## config.mk

```make
export PLATFORM = sky130hd
export DESIGN_NAME = irq_ctrl15
export DESIGN_NICKNAME = d
export VERILOG_FILES = /design/src/rtl/irqc_pkg.sv /design/src/rtl/irqc_shaper.sv /design/src/rtl/irqc_regs.sv /design/src/rtl/irqc_prio.sv /design/src/rtl/irq_ctrl15.sv
export SDC_FILE = /design/constraint.sdc
export NUM_CORES = 1
export LEC_CHECK = 0
export ABC_AREA = 1
export BUFFER_PORTS_ARGS = -buffer_cell sky130_fd_sc_hd__buf_4
export CELL_PAD_IN_SITES_DETAIL_PLACEMENT = 1
export CELL_PAD_IN_SITES_GLOBAL_PLACEMENT = 2
export CORE_ASPECT_RATIO = 0.5
export CORE_MARGIN = 2
export CORE_UTILIZATION = 29
export DETAILED_ROUTE_END_ITERATION = 10
export HOLD_SLACK_MARGIN = 0.12
export PLACE_DENSITY_LB_ADDON = 0.1
export SYNTH_ARGS = -nofsm -noshare
export SYNTH_HDL_FRONTEND = slang
export SYNTH_SLANG_ARGS = --single-unit
```

## constraint.sdc

```tcl
create_clock -name clk -period 2.7 [get_ports clk]
set_clock_uncertainty 0.2 [all_clocks]
set_input_delay 0 -clock clk [delete_from_list [all_inputs] [get_ports clk]]
set_output_delay 0 -clock clk [all_outputs]
set_load 0.02 [all_outputs]
```

## src/rtl/irqc_pkg.sv

```systemverilog
package irqc_pkg;

    // Register word addresses
    typedef enum logic [2:0] {
        A_SHAPE = 3'd0,
        A_PEND  = 3'd1,
        A_MASK  = 3'd2,
        A_CLEAR = 3'd3,
        A_FORCE = 3'd4,
        A_TEST  = 3'd5
    } regsel_e;

    // Presenter states
    typedef enum logic {
        ST_IDLE = 1'b0,
        ST_REQ  = 1'b1
    } pres_st_e;

    localparam logic [7:0] TRAP_BASE = 8'h10;

endpackage

```

## src/rtl/irqc_shaper.sv

```systemverilog
module irqc_shaper #(
    parameter int NSRC = 15
) (
    input  logic            clk,
    input  logic            rst_n,
    input  logic [NSRC:0]   src,
    input  logic [NSRC:0]   shape,
    output logic [NSRC:0]   evt
);
    logic [NSRC:0] src_q;

    always_ff @(posedge clk) begin
        if (!rst_n) src_q <= '0;
        else        src_q <= src;
    end

    // shape 0: rising edge, shape 1: high level
    for (genvar i = 0; i <= NSRC; i++) begin : g_src
        if (i == 0) begin : g_none
            assign evt[i] = 1'b0;
        end else begin : g_det
            assign evt[i] = shape[i] ? src[i] : (src[i] & ~src_q[i]);
        end
    end
endmodule

```

## src/rtl/irqc_regs.sv

```systemverilog
module irqc_regs
    import irqc_pkg::*;
#(
    parameter int NSRC      = 15,
    parameter int DW        = 32,
    parameter int FORCE_BIT = 19
) (
    input  logic            clk,
    input  logic            rst_n,
    input  logic            wr,
    input  logic [2:0]      addr,
    input  logic [DW-1:0]   wdata,
    input  logic [NSRC:0]   evt,
    input  logic [NSRC:0]   ack_clr,
    output logic [DW-1:0]   rdata,
    output logic [NSRC:0]   pend,
    output logic [NSRC:0]   mask,
    output logic [NSRC:0]   shape,
    output logic            force_hit
);
    localparam logic [NSRC:0] USED = {{NSRC{1'b1}}, 1'b0};

    logic [NSRC:0] pend_q, mask_q, shape_q;
    logic          tst_q;
    logic [NSRC:0] wvec, clr, frc, pend_d;

    assign wvec      = wdata[NSRC:0] & USED;
    assign force_hit = wr && (addr == A_FORCE) && tst_q;
    assign clr       = (wr && (addr == A_CLEAR)) ? wvec : '0;
    assign frc       = force_hit ? wvec : '0;
    // new events and forces take precedence over removal
    assign pend_d    = ((pend_q & ~clr & ~ack_clr) | evt | frc) & USED;

    always_ff @(posedge clk) begin
        if (!rst_n) begin
            pend_q  <= '0;
            mask_q  <= '0;
            shape_q <= '0;
            tst_q   <= 1'b0;
        end else begin
            pend_q <= pend_d;
            if (wr && addr == A_MASK)  mask_q  <= wvec;
            if (wr && addr == A_SHAPE) shape_q <= wvec;
            if (wr && addr == A_TEST)  tst_q   <= wdata[FORCE_BIT];
        end
    end

    always_comb begin
        rdata = '0;
        unique case (addr)
            A_SHAPE: rdata[NSRC:0]   = shape_q;
            A_PEND:  rdata[NSRC:0]   = pend_q;
            A_MASK:  rdata[NSRC:0]   = mask_q;
            A_TEST:  rdata[FORCE_BIT] = tst_q;
            default: rdata = '0;
        endcase
    end

    assign pend  = pend_q;
    assign mask  = mask_q;
    assign shape = shape_q;
endmodule

```

## src/rtl/irqc_prio.sv

```systemverilog
module irqc_prio #(
    parameter int NSRC = 15,
    parameter int LVLW = $clog2(NSRC + 1)
) (
    input  logic [NSRC:0]    cand,
    output logic [LVLW-1:0]  win,
    output logic             any
);
    always_comb begin
        win = '0;
        for (int i = 1; i <= NSRC; i++) begin
            if (cand[i]) win = LVLW'(i);
        end
    end
    assign any = |cand[NSRC:1];
endmodule

```

## src/rtl/irq_ctrl15.sv

```systemverilog
module irq_ctrl15
    import irqc_pkg::*;
#(
    parameter int NSRC      = 15,
    parameter int DW        = 32,
    parameter int FORCE_BIT = 19,
    localparam int LVLW     = $clog2(NSRC + 1)
) (
    input  logic             clk,
    input  logic             rst_n,
    input  logic [NSRC:1]    irq_src,
    input  logic             reg_wr,
    input  logic [2:0]       reg_addr,
    input  logic [DW-1:0]    reg_wdata,
    output logic [DW-1:0]    reg_rdata,
    input  logic             irq_ack,
    input  logic [LVLW-1:0]  irq_ack_lvl,
    output logic             irq_req,
    output logic [LVLW-1:0]  irq_level,
    output logic [7:0]       irq_trap
);
    logic [NSRC:0]   src_v, evt, pend_q, mask_q, shape_q, ack_clr, cand;
    logic            force_hit, any;
    logic [LVLW-1:0] win, lvl_q, lvl_d;
    pres_st_e        state_q, state_d;

    assign src_v = {irq_src, 1'b0};

    for (genvar i = 0; i <= NSRC; i++) begin : g_ack
        if (i == 0) begin : g_z
            assign ack_clr[i] = 1'b0;
        end else begin : g_a
            assign ack_clr[i] = irq_ack && (irq_ack_lvl == LVLW'(i));
        end
    end

    irqc_shaper #(.NSRC(NSRC)) u_shaper (
        .clk(clk), .rst_n(rst_n), .src(src_v), .shape(shape_q), .evt(evt)
    );

    irqc_regs #(.NSRC(NSRC), .DW(DW), .FORCE_BIT(FORCE_BIT)) u_regs (
        .clk(clk), .rst_n(rst_n), .wr(reg_wr), .addr(reg_addr),
        .wdata(reg_wdata), .evt(evt), .ack_clr(ack_clr), .rdata(reg_rdata),
        .pend(pend_q), .mask(mask_q), .shape(shape_q), .force_hit(force_hit)
    );

    assign cand = pend_q & ~mask_q;

    irqc_prio #(.NSRC(NSRC), .LVLW(LVLW)) u_prio (
        .cand(cand), .win(win), .any(any)
    );

    // state register
    always_ff @(posedge clk) begin
        if (!rst_n) begin
            state_q <= ST_IDLE;
            lvl_q   <= '0;
        end else begin
            state_q <= state_d;
            lvl_q   <= lvl_d;
        end
    end

    // next state: raise, retarget, taken, withdraw
    always_comb begin
        state_d = state_q;
        lvl_d   = lvl_q;
        unique case (state_q)
            ST_IDLE: begin
                if (any) begin
                    state_d = ST_REQ;
                    lvl_d   = win;
                end
            end
            ST_REQ: begin
                if (irq_ack || !any) begin
                    state_d = ST_IDLE;
                    lvl_d   = '0;
                end else begin
                    lvl_d   = win;
                end
            end
            default: begin
                state_d = ST_IDLE;
                lvl_d   = '0;
            end
        endcase
    end

    // outputs
    always_comb begin
        irq_req   = (state_q == ST_REQ);
        irq_level = lvl_q;
        irq_trap  = (state_q == ST_REQ) ? (TRAP_BASE + 8'(lvl_q)) : 8'h00;
    end
endmodule

```

# ---- Yosys cells after proc, flatten, opt, wreduce, memory -nomap -nowiden
# Cells that the tools add are included.
dict set report word_totals {
  output_inout_bits 45
  wordCells 135
  in_bits 58
  register_bits 67
}
dict set report op_classes {
  n_reduce_logical 25
  n_mux 41
  n_bitwise 39
  add_sub_neg 1
  n_eq_ne 21
}
# operator count
set ops {}
lappend ops {{$and 16x16->16} 3}
lappend ops {{$not 16->16} 3}
lappend ops {{$pmux 16 s3} 1}
lappend ops {{$mux 4} 10}
lappend ops {{$eq 4x4->1 const B} 8}
lappend ops {{$mux 16} 2}
lappend ops {{$or 16x16->16} 2}
lappend ops {{$logic_and 1x1->1} 21}
lappend ops {{$mux 1} 19}
lappend ops {{$eq 4x3->1 const B} 4}
lappend ops {{$not 1->1} 16}
lappend ops {{$and 1x1->1} 15}
lappend ops {{$reduce_or 15->1} 1}
lappend ops {{$mux 3} 4}
lappend ops {{$eq 4x2->1 const B} 2}
lappend ops {{$pmux 4 s2} 1}
lappend ops {{$add 5x4->6 const A} 1}
lappend ops {{$eq 3x2->1 const B} 2}
lappend ops {{$eq 3x3->1 const B} 2}
lappend ops {{$mux 6} 1}
lappend ops {{$eq 4x1->1 const B} 1}
lappend ops {{$mux 2} 2}
lappend ops {{$eq 3x1->1 const B} 1}
lappend ops {{$logic_not 3->1} 1}
lappend ops {{4 further kinds} 4}

# ---- Depth between registers and ports, before layout
# Gate-level depths: netlist of run 1.
dict set report depth {
  word_depth 19
  mapped_depth 18
}

# ---- Hierarchy
# A second synthesis of run 1 with hierarchy kept.
dict set report unflattened {
  hier_cells 591
  area_unflattened_um2 3733.6
}
# module instances area_per_inst_um2 cells_each
set modules_own_cells {}
lappend modules_own_cells {irqc_regs 1 2449.8 362}
lappend modules_own_cells {irqc_shaper 1 623.1 93}
lappend modules_own_cells {irq_ctrl15 1 470.5 93}
lappend modules_own_cells {irqc_prio 1 190.2 43}

# ---- Worst setup path after synthesis of run 1
# Ideal clock, no wire load.
dict set report synth_timing {
  path_kind {reg2reg}
  from {reg u_regs.mask_q[4] (netlist: u_regs.mask[4])}
  to {reg lvl_q[2] (netlist: irq_level[2])}
  path_buffers 0
  t_arrival_ps 1169
  required_time_ps 2383
  path_slack_ps 1214
  path_stages_with_launch 9
  period_less_slack_ps 1486
  cell_sequence {dfxtp_1 inv_2 nand2_2 nand2_1 nor2_1 inv_1 nor4_4 nor2_2 a32o_1}
}
dict set report synth_between {
  elab_chain_len 16
}
# item line_no
set synth_rtl {}
lappend synth_rtl {{start, declared} irqc_regs.sv:23} ;# logic [NSRC:0] pend_q, mask_q, shape_q;
lappend synth_rtl {{start signal, assigned} irqc_regs.sv:42} ;# if (wr && addr == A_MASK) mask_q <= wvec;
lappend synth_rtl {{$not 16->16 (*)} irq_ctrl15.sv:47} ;# assign cand = pend_q & ~mask_q;
lappend synth_rtl {{$and 16x16->16 (*)} irq_ctrl15.sv:47}
lappend synth_rtl {{$mux 3 (4 in a row)} irqc_prio.sv:12} ;# if (cand[i]) win = LVLW'(i);
lappend synth_rtl {{$mux 4 (8 in a row)} irqc_prio.sv:12}
lappend synth_rtl {{$mux 4 (on tied branches)} {irq_ctrl15.sv:76, irq_ctrl15.sv:70}}
lappend synth_rtl {{$pmux 4 s2} irq_ctrl15.sv:68} ;# unique case (state_q)
lappend synth_rtl {{end signal, assigned} irq_ctrl15.sv:60} ;# lvl_q <= lvl_d;
lappend synth_rtl {{end, declared} irq_ctrl15.sv:24} ;# logic [LVLW-1:0] win, lvl_q, lvl_d;
# Mark *: on every way between the ends. The rest lies on a longest branch, timed or not. The select of a mux whose other input is x is not followed.
# A chain may end at the register's enable or synchronous reset.

# ---- Worst setup path after layout of run 1
dict set report layout_timing {
  from {in reg_addr[0]}
  to {reg u_regs.pend_q[13] (netlist: u_regs.pend[13])}
}
dict set report layout_between {
  elab_chain_len 8
}
# item line_no
set layout_rtl {}
lappend layout_rtl {{start, declared} irq_ctrl15.sv:13} ;# input logic [2:0] reg_addr,
lappend layout_rtl {{$eq 3x2->1} irqc_regs.sv:29} ;# assign clr = (wr && (addr == A_CLEAR)) ? wvec : '0;
lappend layout_rtl {{$logic_and 1x1->1} irqc_regs.sv:29}
lappend layout_rtl {{$mux 16} irqc_regs.sv:29}
lappend layout_rtl {{$not 16->16} irqc_regs.sv:32} ;# assign pend_d = ((pend_q & ~clr & ~ack_clr) | evt | frc) & USED;
lappend layout_rtl {{$and 16x16->16 (2 in a row)} irqc_regs.sv:32}
lappend layout_rtl {{$or 16x16->16} irqc_regs.sv:32}
lappend layout_rtl {{$or 16x16->16 (*)} irqc_regs.sv:32}
lappend layout_rtl {{end signal, assigned} irqc_regs.sv:41} ;# pend_q <= pend_d;
lappend layout_rtl {{end, declared} irqc_regs.sv:23}
# Mark *: on every way between the ends. The rest lies on a longest branch, timed or not.

==> results of run 1 <==
[report_power, final]
part	switching (mW)	internal (mW)	total, mW
Combinational	0.257	0.212	0.469
Sequential	0.0370	1.03	1.07
Clock	0.471	0.806	1.28
[final cells by class]
| type | count | area [um^2] |
|---|---|---|
| multi-input cells | 321 | 1534 |
| flip-flops and latches | 66 | 1321 |
| fillers | 1367 | 5942 |
| inverters | 69 | 262.8 |
| clock buffers | 9 | 225.2 |
| well taps | 145 | 181.4 |
| clock inverters | 7 | 93.84 |
| repair buffers | 161 | 1419 |
[how the worst max path moves through the flow]
| stage | cells past startpoint | endpoint | slack (ns) |
|---|---|---|---|
| finish | 9 | u_regs.pend[13]$_SDFF_PN0_ | 0.23 |
| global route | 9 | u_regs.pend[13]$_SDFF_PN0_ | 0.10 |
| CTS | 9 | u_regs.pend[13]$_SDFF_PN0_ | 0.09 |
| detailed placement | 8 | reg_rdata[5] | 0.91 |
| global placement | 8 | reg_rdata[5] | 0.96 |
| floorplan | 8 | irq_level[2]$_SDFFE_PN0P_ | 1.21 |
[Yosys cell counts]
cell type  count
o311ai_0       2
nand2_2       11
o221ai_1       1
clkbuf_2       1
nand3_1       21
nor3_4         1
inv_1         58
inv_2         10
conb_1         1
nor4_4         1
nor2_2         5
nor3_2         1
clkbuf_1       7
a21oi_1       18
nor2_4         1
a32o_1         2
nor2_1        43
buf_2          7
a31oi_1       16
nand2_1      113
nand4_1        1
o21ai_1        5
buf_4         21
o21ai_0       42
clkinv_1       1
o211ai_1      18
dfxtp_1       66
[layout by cell type (no fill, tap or decap), types with 9 or more instances in the layout]
cell type / count
o211ai_1: 18
nand2_2: 11
buf_4: 77
inv_1: 57
nand3_1: 21
o21ai_0: 42
a21oi_1: 18
nor2_1: 43
clkbuf_16: 9
a31oi_1: 16
inv_2: 10
dfxtp_1: 66
dlygate4sd3_1: 84
conb_1: 19
nand2_1: 113
[tightest hold or removal path, delay by kind of cell]
family	cells	cell delay [ns]
AO/OA/AOI/OAI	1	0.15
buffers and inverters	3	0.38
AND/OR/NAND/NOR	2	0.10
[through the flow]
step / hold WS (ns) / area [um^2] / setup WS [ns] / power [mW]
2_1_floorplan: -0.1065 / 3338 / 1.214 / 1.325
3_3_place_gp: -0.01426 / 3851 / 0.9608 / 1.469
3_5_place_dp: -0.007879 / 3851 / 0.9053 / 1.473
4_1_cts: 0.1382 / 5011 / 0.08727 / 2.837
5_1_grt: 0.1971 / 5037 / 0.1017 / 2.954
6_report: 0.1337 / 5037 / 0.2284 / 2.813
[sequential cells by signal (all words and copies together), names as in the netlist]
name            cells
u_regs.pend        15
u_regs.shape       15
u_regs.tst_q        1
irq_level           4
u_regs.mask        15
u_shaper.src_q     15
irq_req             1
[kinds of logic after synthesis]
logic type | after synthesis | synth area share, %
compound gates | 104 | 18.55
buf+inv | 105 | 14.77
flops | 66 | 40.40
other cells | 1 | 0.1147
simple gates | 198 | 26.17
[per-layer routing]
| layer | GRT usage (%) | part of all wire, % |
|---|---|---|
| met4 | 4.766 | 0.94 |
| met5 | 0 | 0 |
| met1 | 28.72 | 52 |
| met3 | 4.148 | 4.9 |
| met2 | 31.88 | 43 |
[repair_timing]
| item | CTS | global route |
|---|---|---|
| buffers inserted | 0 | 3 |
| resized for setup | 0 | 1 |
| hold buffers | 84 | 0 |
| setup endpoints to repair | 0 | 2 |
| hold endpoints to repair | 66 | 0 |
==> out/qor.yml, run 1 <==
run_status:
  status: "completed"
placement:
  numPortBuffers: 67
  placed_cells: 675
  gp_congestion: 0.7487
  dp_hpwl_um: 7563
synthesis:
  yosys.area.top_type: "dfxtp_1"
  synth.distinct_cells: 27
  synth_seq_area_share_pct: 40.40
  synth_area_um2: 3271
  synth_area_leaders: "dfxtp_1, nand2_1, inv_1"
  yosys_warnings: 0
  syn_inst: 474
  ys_ff_latch: 66
  avgSynthCellArea_um2: 6.900
  yosysTopAreaCellShare_pct: 40.40
critical_path:
  required_ns: 2.79
  cpLargestDelayFamily: "buffers and inverters"
  crit_buf_inv: 5
  crit_type: "in -> reg"
  startpoint_type: "input pin"
  cp_max_fo: 7
  reg2reg_slack_ns: 0.33
  critical_path.slowest_cell: "dlygate4sd3_1"
  reg2regPathDepth: 5
  path_common_cell: "dlygate4sd3_1"
  cp-end-kind: "register"
  startpoint: "reg_addr[0]"
  r2r_start: "u_regs.tst_q$_SDFFE_PN0P_"
  crit_arrival_ns: 2.56
  crit_path_max_incr_delay_ns: 0.60
  r2r-end: "u_regs.pend[15]$_SDFF_PN0_"
  path_cells: "dlygate4sd3_1 -> buf_4 -> nand3_1 -> clkinvlp_4 -> nand2_1 -> o311ai_0 -> dlygate4sd3_1 -> a31oi_1 -> dlygate4sd3_1"
floorplan:
  initial_core_util_pct: 29.79
  chipHeight_um: 79.10
  die_width_um: 154.2
  coreArea_um2: 10980
  ioPinCount: 103
  rows: 27
  die-area_um2: 12200
timing:
  tightest_slew_ns: 0.7172
  setup_viol: 0
  rsz0062_at_grt: "false"
  fin_setup_tns_ns: 0
  max_freq_ghz: 0.4046
  fin_crit_ns: 2.472
  slew_violations: 0
  fin_crit_sh_pct: 91.54
  slew_headroom_pct: 52.01
  hold_viol: 0
hold_path:
  holdCritStartpoint: "reg_addr[2]"
  hold_depth: 6
  min_to: "u_regs.shape[8]$_SDFFE_PN0P_"
  hold_path.class: "in -> reg"
detailed_routing:
  drc: 0
  wl_per_cell_um: 14.79
  first_pass_iters: 4
  ant_nets: 0
  vias_per_cell: 4.551
  drt_iter0_drc: 176
  vias: 3541
  routed_wl_um: 11500
layout:
  nets: 686
  drive_gt1_share_pct: 19.59
  area_delta_synth_final_pct: 54.02
  antenna_cells: 0
  layoutNonFillerInstCount: 778
  fin_util_pct: 45.88
clock_tree:
  insertion_delay_ns: 0.34
  cts_root_buffer: "clkbuf_16"
  cts_made_buffers: 9
  htree_levels: 3
  clock_sinks: 66
  clockBufferDepth: 2
  tritoncts: "built"
  path_clk_slew_ns: 0.06
global_route:
  grtUsageTotal_pct: 20.31
  antenna_found_initial: 0
  grt_pass1_wl_um: 18810
  grt_pass1_vias: 3536
  grt_max_degree: 47
  globalRouteOverflowTotal: 0
pwr:
  power_density_nw_per_um2: 558.5
  p_leak_nw: 2.282
  ir_drop_v: 0.0002401
job:
  max-cap-violations: 0
Power figures use the tool's default switching activity.
==> run 2: changes to the inputs <==
--- a/config.mk
+++ b/config.mk
@@ -5,13 +5,13 @@
 export SDC_FILE = /design/constraint.sdc
 export NUM_CORES = 1
 export LEC_CHECK = 0
-export ABC_AREA = 1
 export BUFFER_PORTS_ARGS = -buffer_cell sky130_fd_sc_hd__buf_4
+export CAP_MARGIN = 30
 export CELL_PAD_IN_SITES_DETAIL_PLACEMENT = 1
 export CELL_PAD_IN_SITES_GLOBAL_PLACEMENT = 2
 export CORE_ASPECT_RATIO = 0.5
 export CORE_MARGIN = 2
-export CORE_UTILIZATION = 29
+export CORE_UTILIZATION = 32
 export DETAILED_ROUTE_END_ITERATION = 10
 export HOLD_SLACK_MARGIN = 0.12
 export PLACE_DENSITY_LB_ADDON = 0.1
==> out/qor.yml, run 2 <==
run_status:
  status: "completed"
clock_tree:
  tritoncts: "built"
  clockBufferDepth: 2
  path_clk_slew_ns: 0.05
  insertion_delay_ns: 0.33
  cts_made_buffers: 9
  cts_root_buffer: "clkbuf_16"
  clock_sinks: 66
  htree_levels: 3
  post_cts_buffers: 0
detailed_routing:
  drc: 0
  vias_per_cell: 5.145
  drt_iter0_drc: 160
  routed_wl_um: 12000
  vias: 3483
  ant_nets: 0
  wl_per_cell_um: 17.72
  first_pass_iters: 6
synthesis:
  synth_area_um2: 3513
  ys_ff_latch: 66
  yosys_warnings: 0
  synth_seq_area_share_pct: 37.61
  syn_inst: 432
  synth-edff-count: 0
  yosysTopAreaCellShare_pct: 37.61
  yosys.area.top_type: "dfxtp_1"
  avgSynthCellArea_um2: 8.133
  async_reset_ff_share_pct: 0
  synth_commonest_cells: "nand2_1, dfxtp_1, nor2_1"
  synth_area_leaders: "dfxtp_1, nand2_1, a21boi_0"
  synth.distinct_cells: 42
  synth_ff_type: "dfxtp_1"
  synth.most_common_cell: "nand2_1"
critical_path:
  startpoint_type: "input pin"
  crit_arrival_ns: 2.18
  cp-end-kind: "register"
  required_ns: 2.73
  cp_max_fo: 6
  crit_type: "in -> reg"
timing:
  slew_headroom_pct: 44.32
  setup_viol: 0
  fin_setup_tns_ns: 0
  worst_slack_ns: 0.5463
  fin_crit_ns: 2.154
  slew_violations: 0
  max_freq_ghz: 0.4643
  holdWs_ns: 0.1710
  fin_crit_sh_pct: 79.77
  rsz0062_at_grt: "false"
  hold_viol: 0
  tightest_slew_ns: 0.8352
floorplan:
  chipHeight_um: 78.09
  rows: 26
  coreArea_um2: 10440
  die_width_um: 152.2
  ioPinCount: 103
  initial_core_util_pct: 33.64
  die-area_um2: 11880
global_route:
  grt_max_degree: 65
  globalRouteOverflowTotal: 0
  grt_pass1_vias: 3599
  grtUsageTotal_pct: 20.90
  grt_pass1_wl_um: 19090
  antenna_found_initial: 0
pwr:
  ir_drop_v: 0.0002471
  power_density_nw_per_um2: 573.9
  total_power_mw: 2.750
  p_leak_nw: 1.934
layout:
  area_delta_synth_final_pct: 36.40
  drive_gt1_share_pct: 18.44
  final_cell_mix: "buf_4, nand2_1, dfxtp_1"
  layoutNonFillerInstCount: 677
  antenna_cells: 0
  fin_area_um2: 4792
  fin_util_pct: 45.89
  nets: 590
  layout_commonest_cell: "buf_4"
placement:
  numPortBuffers: 67
  dp_hpwl_um: 8236
  gp_congestion: 0.7935
  dpl_cell_area_um2: 4054
  placed_cells: 619
  place_ws_ns: 0.7590
hold_path:
  hold_path.class: "in -> reg"
job:
  max-cap-violations: 0
==> run 2: changes by cell type in the layout (fill, tap and decap cells not counted), moves of 16 or more <==
cell / delta
mux2i_1: +16
o211ai_1: -17
nor2b_1: +27
dlygate4sd3_1: -42
nand3_1: -18
a21boi_0: +25
inv_1: -54
and2_1: +21
o21ai_0: -37
nand2_1: -43
nand2b_1: +28
==> run 2: final cells by class <==
class	count	area, um^2
Clock buffer	15	287.8
Clock inverter	1	30.03
Fill cell	1227	5650
Inverter	3	11.26
Multi-Input combinational cell	336	1991
Sequential cell	66	1321
Tap cell	140	175.2
Timing Repair Buffer	116	975.9
==> run 2: report_power, final <==
group / switching (mW) / total, mW / leakage (nW) / internal [mW]
registers: 0.0361 / 1.06 / 0.543 / 1.02
clock network: 0.413 / 1.23 / 0.156 / 0.816
logic: 0.255 / 0.461 / 1.23 / 0.207
total: 0.704 / 2.75 / 1.93 / 2.05
==> run 2: cell families after synthesis <==
family / count (synthesis) / share of synthesized area, %
flops: 66 / 37.61
simple gates: 209 / 30.70
other cells: 1 / 0.1067
mux: 16 / 4.558
buf+inv: 48 / 7.656
compound gates: 92 / 19.37
==> run 2: critical path: stages <==
cell           delay [ns]
dlygate4sd3_1        0.53
buf_4                0.15
nor2b_1              0.41
a32oi_1              0.21
a222oi_1             0.24
dlygate4sd3_1        0.59
nor2b_1              0.04
==> run 2: final timing paths <==
kind / start / endpoint / slack [ns] / depth (start not counted)
worst max-delay path: irq_ack / u_regs.pend[2]$_SDFF_PN0_ / 0.55 / 7
worst min-delay path: reg_wr / u_regs.mask[3]$_SDFFE_PN0P_ / 0.17 / 6
worst max register to register: u_regs.tst_q$_SDFFE_PN0P_ / u_regs.pend[9]$_SDFF_PN0_ / 0.72 / 5
worst min register to register: u_regs.shape[5]$_SDFFE_PN0P_ / u_regs.shape[5]$_SDFFE_PN0P_ / 0.26 / 2
==> run 2: per-layer routing <==
| layer | GRT usage (%) | part of all wire, % | vias to the layer above |
|---|---|---|---|
| li1 | - | - | 1656 |
| met1 | 28.72 | 50 | 1710 |
| met2 | 33.33 | 43 | 106 |
| met3 | 4.804 | 5.2 | 11 |
| met4 | 5.421 | 1.2 | 0 |
| met5 | 0 | 0 | - |
==> run 2: repair_timing <==
item                                   4_1_cts  5_1_grt
setup endpoints to repair                    0        0
endpoints found under the hold margin       66        0
gates resized for setup                      0        0
hold buffers                                42        0
==> run 3: changes to the inputs <==
--- a/config.mk
+++ b/config.mk
@@ -11,7 +11,7 @@
 export CELL_PAD_IN_SITES_GLOBAL_PLACEMENT = 2
 export CORE_ASPECT_RATIO = 0.5
 export CORE_MARGIN = 2
-export CORE_UTILIZATION = 32
+export CORE_UTILIZATION = 26
 export DETAILED_ROUTE_END_ITERATION = 10
 export HOLD_SLACK_MARGIN = 0.12
 export PLACE_DENSITY_LB_ADDON = 0.1
==> constraint.sdc (replaced) <==
create_clock -name clk -period 1.9 [get_ports clk]
set_clock_uncertainty 0.2 [all_clocks]
set_input_delay 0 -clock clk [delete_from_list [all_inputs] [get_ports clk]]
set_output_delay 0 -clock clk [all_outputs]
set_load 0.02 [all_outputs]
==> out/qor.yml, run 3 (synthesis gave the netlist of run 2 again) <==
run_status:
  status: "completed"
hold_path:
  hold_path.class: "in -> reg"
  holdCritStartpoint: "reg_wr"
timing:
  hold_viol: 0
  slew_headroom_pct: 63.13
  holdWs_ns: 0.1621
  slew_violations: 0
  rsz0062_at_grt: "false"
  setup_viol: 0
  fin_crit_sh_pct: 93.03
  max_freq_ghz: 0.5657
  fin_setup_tns_ns: 0
  fin_crit_ns: 1.768
  tightest_slew_ns: 0.5510
critical_path:
  crit_path_max_incr_delay_ns: 0.57
  cpLargestDelayFamily: "simple AND/OR/NAND/NOR gates"
  startpoint_type: "register"
  critical_path.slowest_cell: "or4_1"
  startpoint: "u_regs.pend[3]$_SDFF_PN0_"
  cp-end-kind: "register"
  path_cells: "nor2b_1 -> or4_1 -> nor4_4 -> a21oi_1 -> o21ai_0"
  crit_type: "reg -> reg"
  crit_buf_inv: 0
  r2r_start: "u_regs.pend[3]$_SDFF_PN0_"
  cp_max_fo: 4
  required_ns: 1.95
  crit_arrival_ns: 1.82
placement:
  numPortBuffers: 67
  placed_cells: 669
  gp_congestion: 0.8043
  dp_hpwl_um: 9254
floorplan:
  coreArea_um2: 12920
  die_width_um: 168.4
  rows: 29
  chipHeight_um: 86.20
  die-area_um2: 14520
  ioPinCount: 103
  initial_core_util_pct: 27.20
pwr:
  ir_drop_v: 0.0003702
  p_leak_nw: 2.127
  power_density_nw_per_um2: 728.1
job:
  max-cap-violations: 0
clock_tree:
  cts_made_buffers: 9
  cts_root_buffer: "clkbuf_16"
  tritoncts: "built"
  path_clk_slew_ns: 0.05
  insertion_delay_ns: 0.32
  htree_levels: 3
  clockBufferDepth: 2
  clock_sinks: 66
layout:
  antenna_cells: 0
  nets: 627
  final_cell_mix: "buf_4, nand2_1, dfxtp_1"
  drive_gt1_share_pct: 21.25
  area_delta_synth_final_pct: 46.44
  fin_util_pct: 39.83
  layout_commonest_cell: "buf_4"
  layoutNonFillerInstCount: 744
detailed_routing:
  vias_per_cell: 4.734
  vias: 3522
  routed_wl_um: 13160
  drt_iter0_drc: 199
  wl_per_cell_um: 17.69
  ant_nets: 0
  drc: 0
  first_pass_iters: 5
global_route:
  grt_pass1_vias: 3589
  grt_pass1_wl_um: 20600
  globalRouteOverflowTotal: 0
  antenna_found_initial: 0
  grt_max_degree: 35
  grtUsageTotal_pct: 18.91
[run 3: changes by cell type in the layout (fill, tap and decap cells not counted), moves of 2 or more]
| cell | delta |
|---|---|
| buf_4 | +20 |
| clkbuf_8 | -3 |
| clkinv_2 | +3 |
| nand2b_4 | +2 |
| dlygate4sd3_1 | +16 |
| nand2b_2 | -2 |
[run 3: area by class of cell]
| type | count | area [um^2] |
|---|---|---|
| fillers | 1547 | 7772 |
| multi-input cells | 336 | 2028 |
| flip-flops and latches | 66 | 1321 |
| repair buffers | 153 | 1306 |
| clock buffers | 13 | 250.2 |
| well taps | 170 | 212.7 |
| clock inverters | 3 | 15.01 |
| inverters | 3 | 11.26 |
[run 3: stage by stage]
stage          worst slack (ns)  power, mW  instance area (um^2)
3_5_place_dp            0.02596      2.161                  4254
2_1_floorplan            0.1763      1.900                  3581
4_1_cts                 0.01708      3.769                  5110
5_1_grt                 0.01226      3.922                  5145
6_report                 0.1324      3.746                  5145
3_3_place_gp            0.06137      2.159                  4254
[run 3: power by group]
group / internal (mW) / total, mW / switching [mW] / leakage (nW)
clock: 0.913 / 1.51 / 0.593 / 0.133
combinational: 0.344 / 0.731 / 0.387 / 1.45
sequential: 1.45 / 1.51 / 0.0551 / 0.543
[run 3: final timing paths]
kind / endpoint / slack, ns / depth (start not counted)
max reg2reg: irq_level[0]$_SDFFE_PN0P_ / 0.13 / 5
min: u_regs.mask[10]$_SDFFE_PN0P_ / 0.16 / 6
max: irq_level[0]$_SDFFE_PN0P_ / 0.13 / 5
min reg2reg: u_regs.shape[15]$_SDFFE_PN0P_ / 0.28 / 2
[run 3: layer usage]
metal / global-route usage (%) / routed length, um / vias up
li1: - / - / 1731
met1: 27.52 / 6891 / 1693
met2: 29.70 / 5653 / 93
met3: 3.562 / 570 / 5
met4: 2.978 / 48 / 0
met5: 0 / 0 / -
[run 3: what timing repair did]
| action | in CTS | in global routing |
|---|---|---|
| hold endpoints to repair | 66 | 0 |
| hold buffers | 59 | 0 |
| endpoints found under the setup margin | 0 | 13 |
| setup buffers | 0 | 1 |
| resized for setup | 0 | 7 |
[run 3: tightest hold or removal path: stages]
cell,delay (ns)
buf_4,0.12
nand2b_1,0.16
nor3_2,0.07
buf_4,0.15
nand2_1,0.06
a21boi_0,0.06
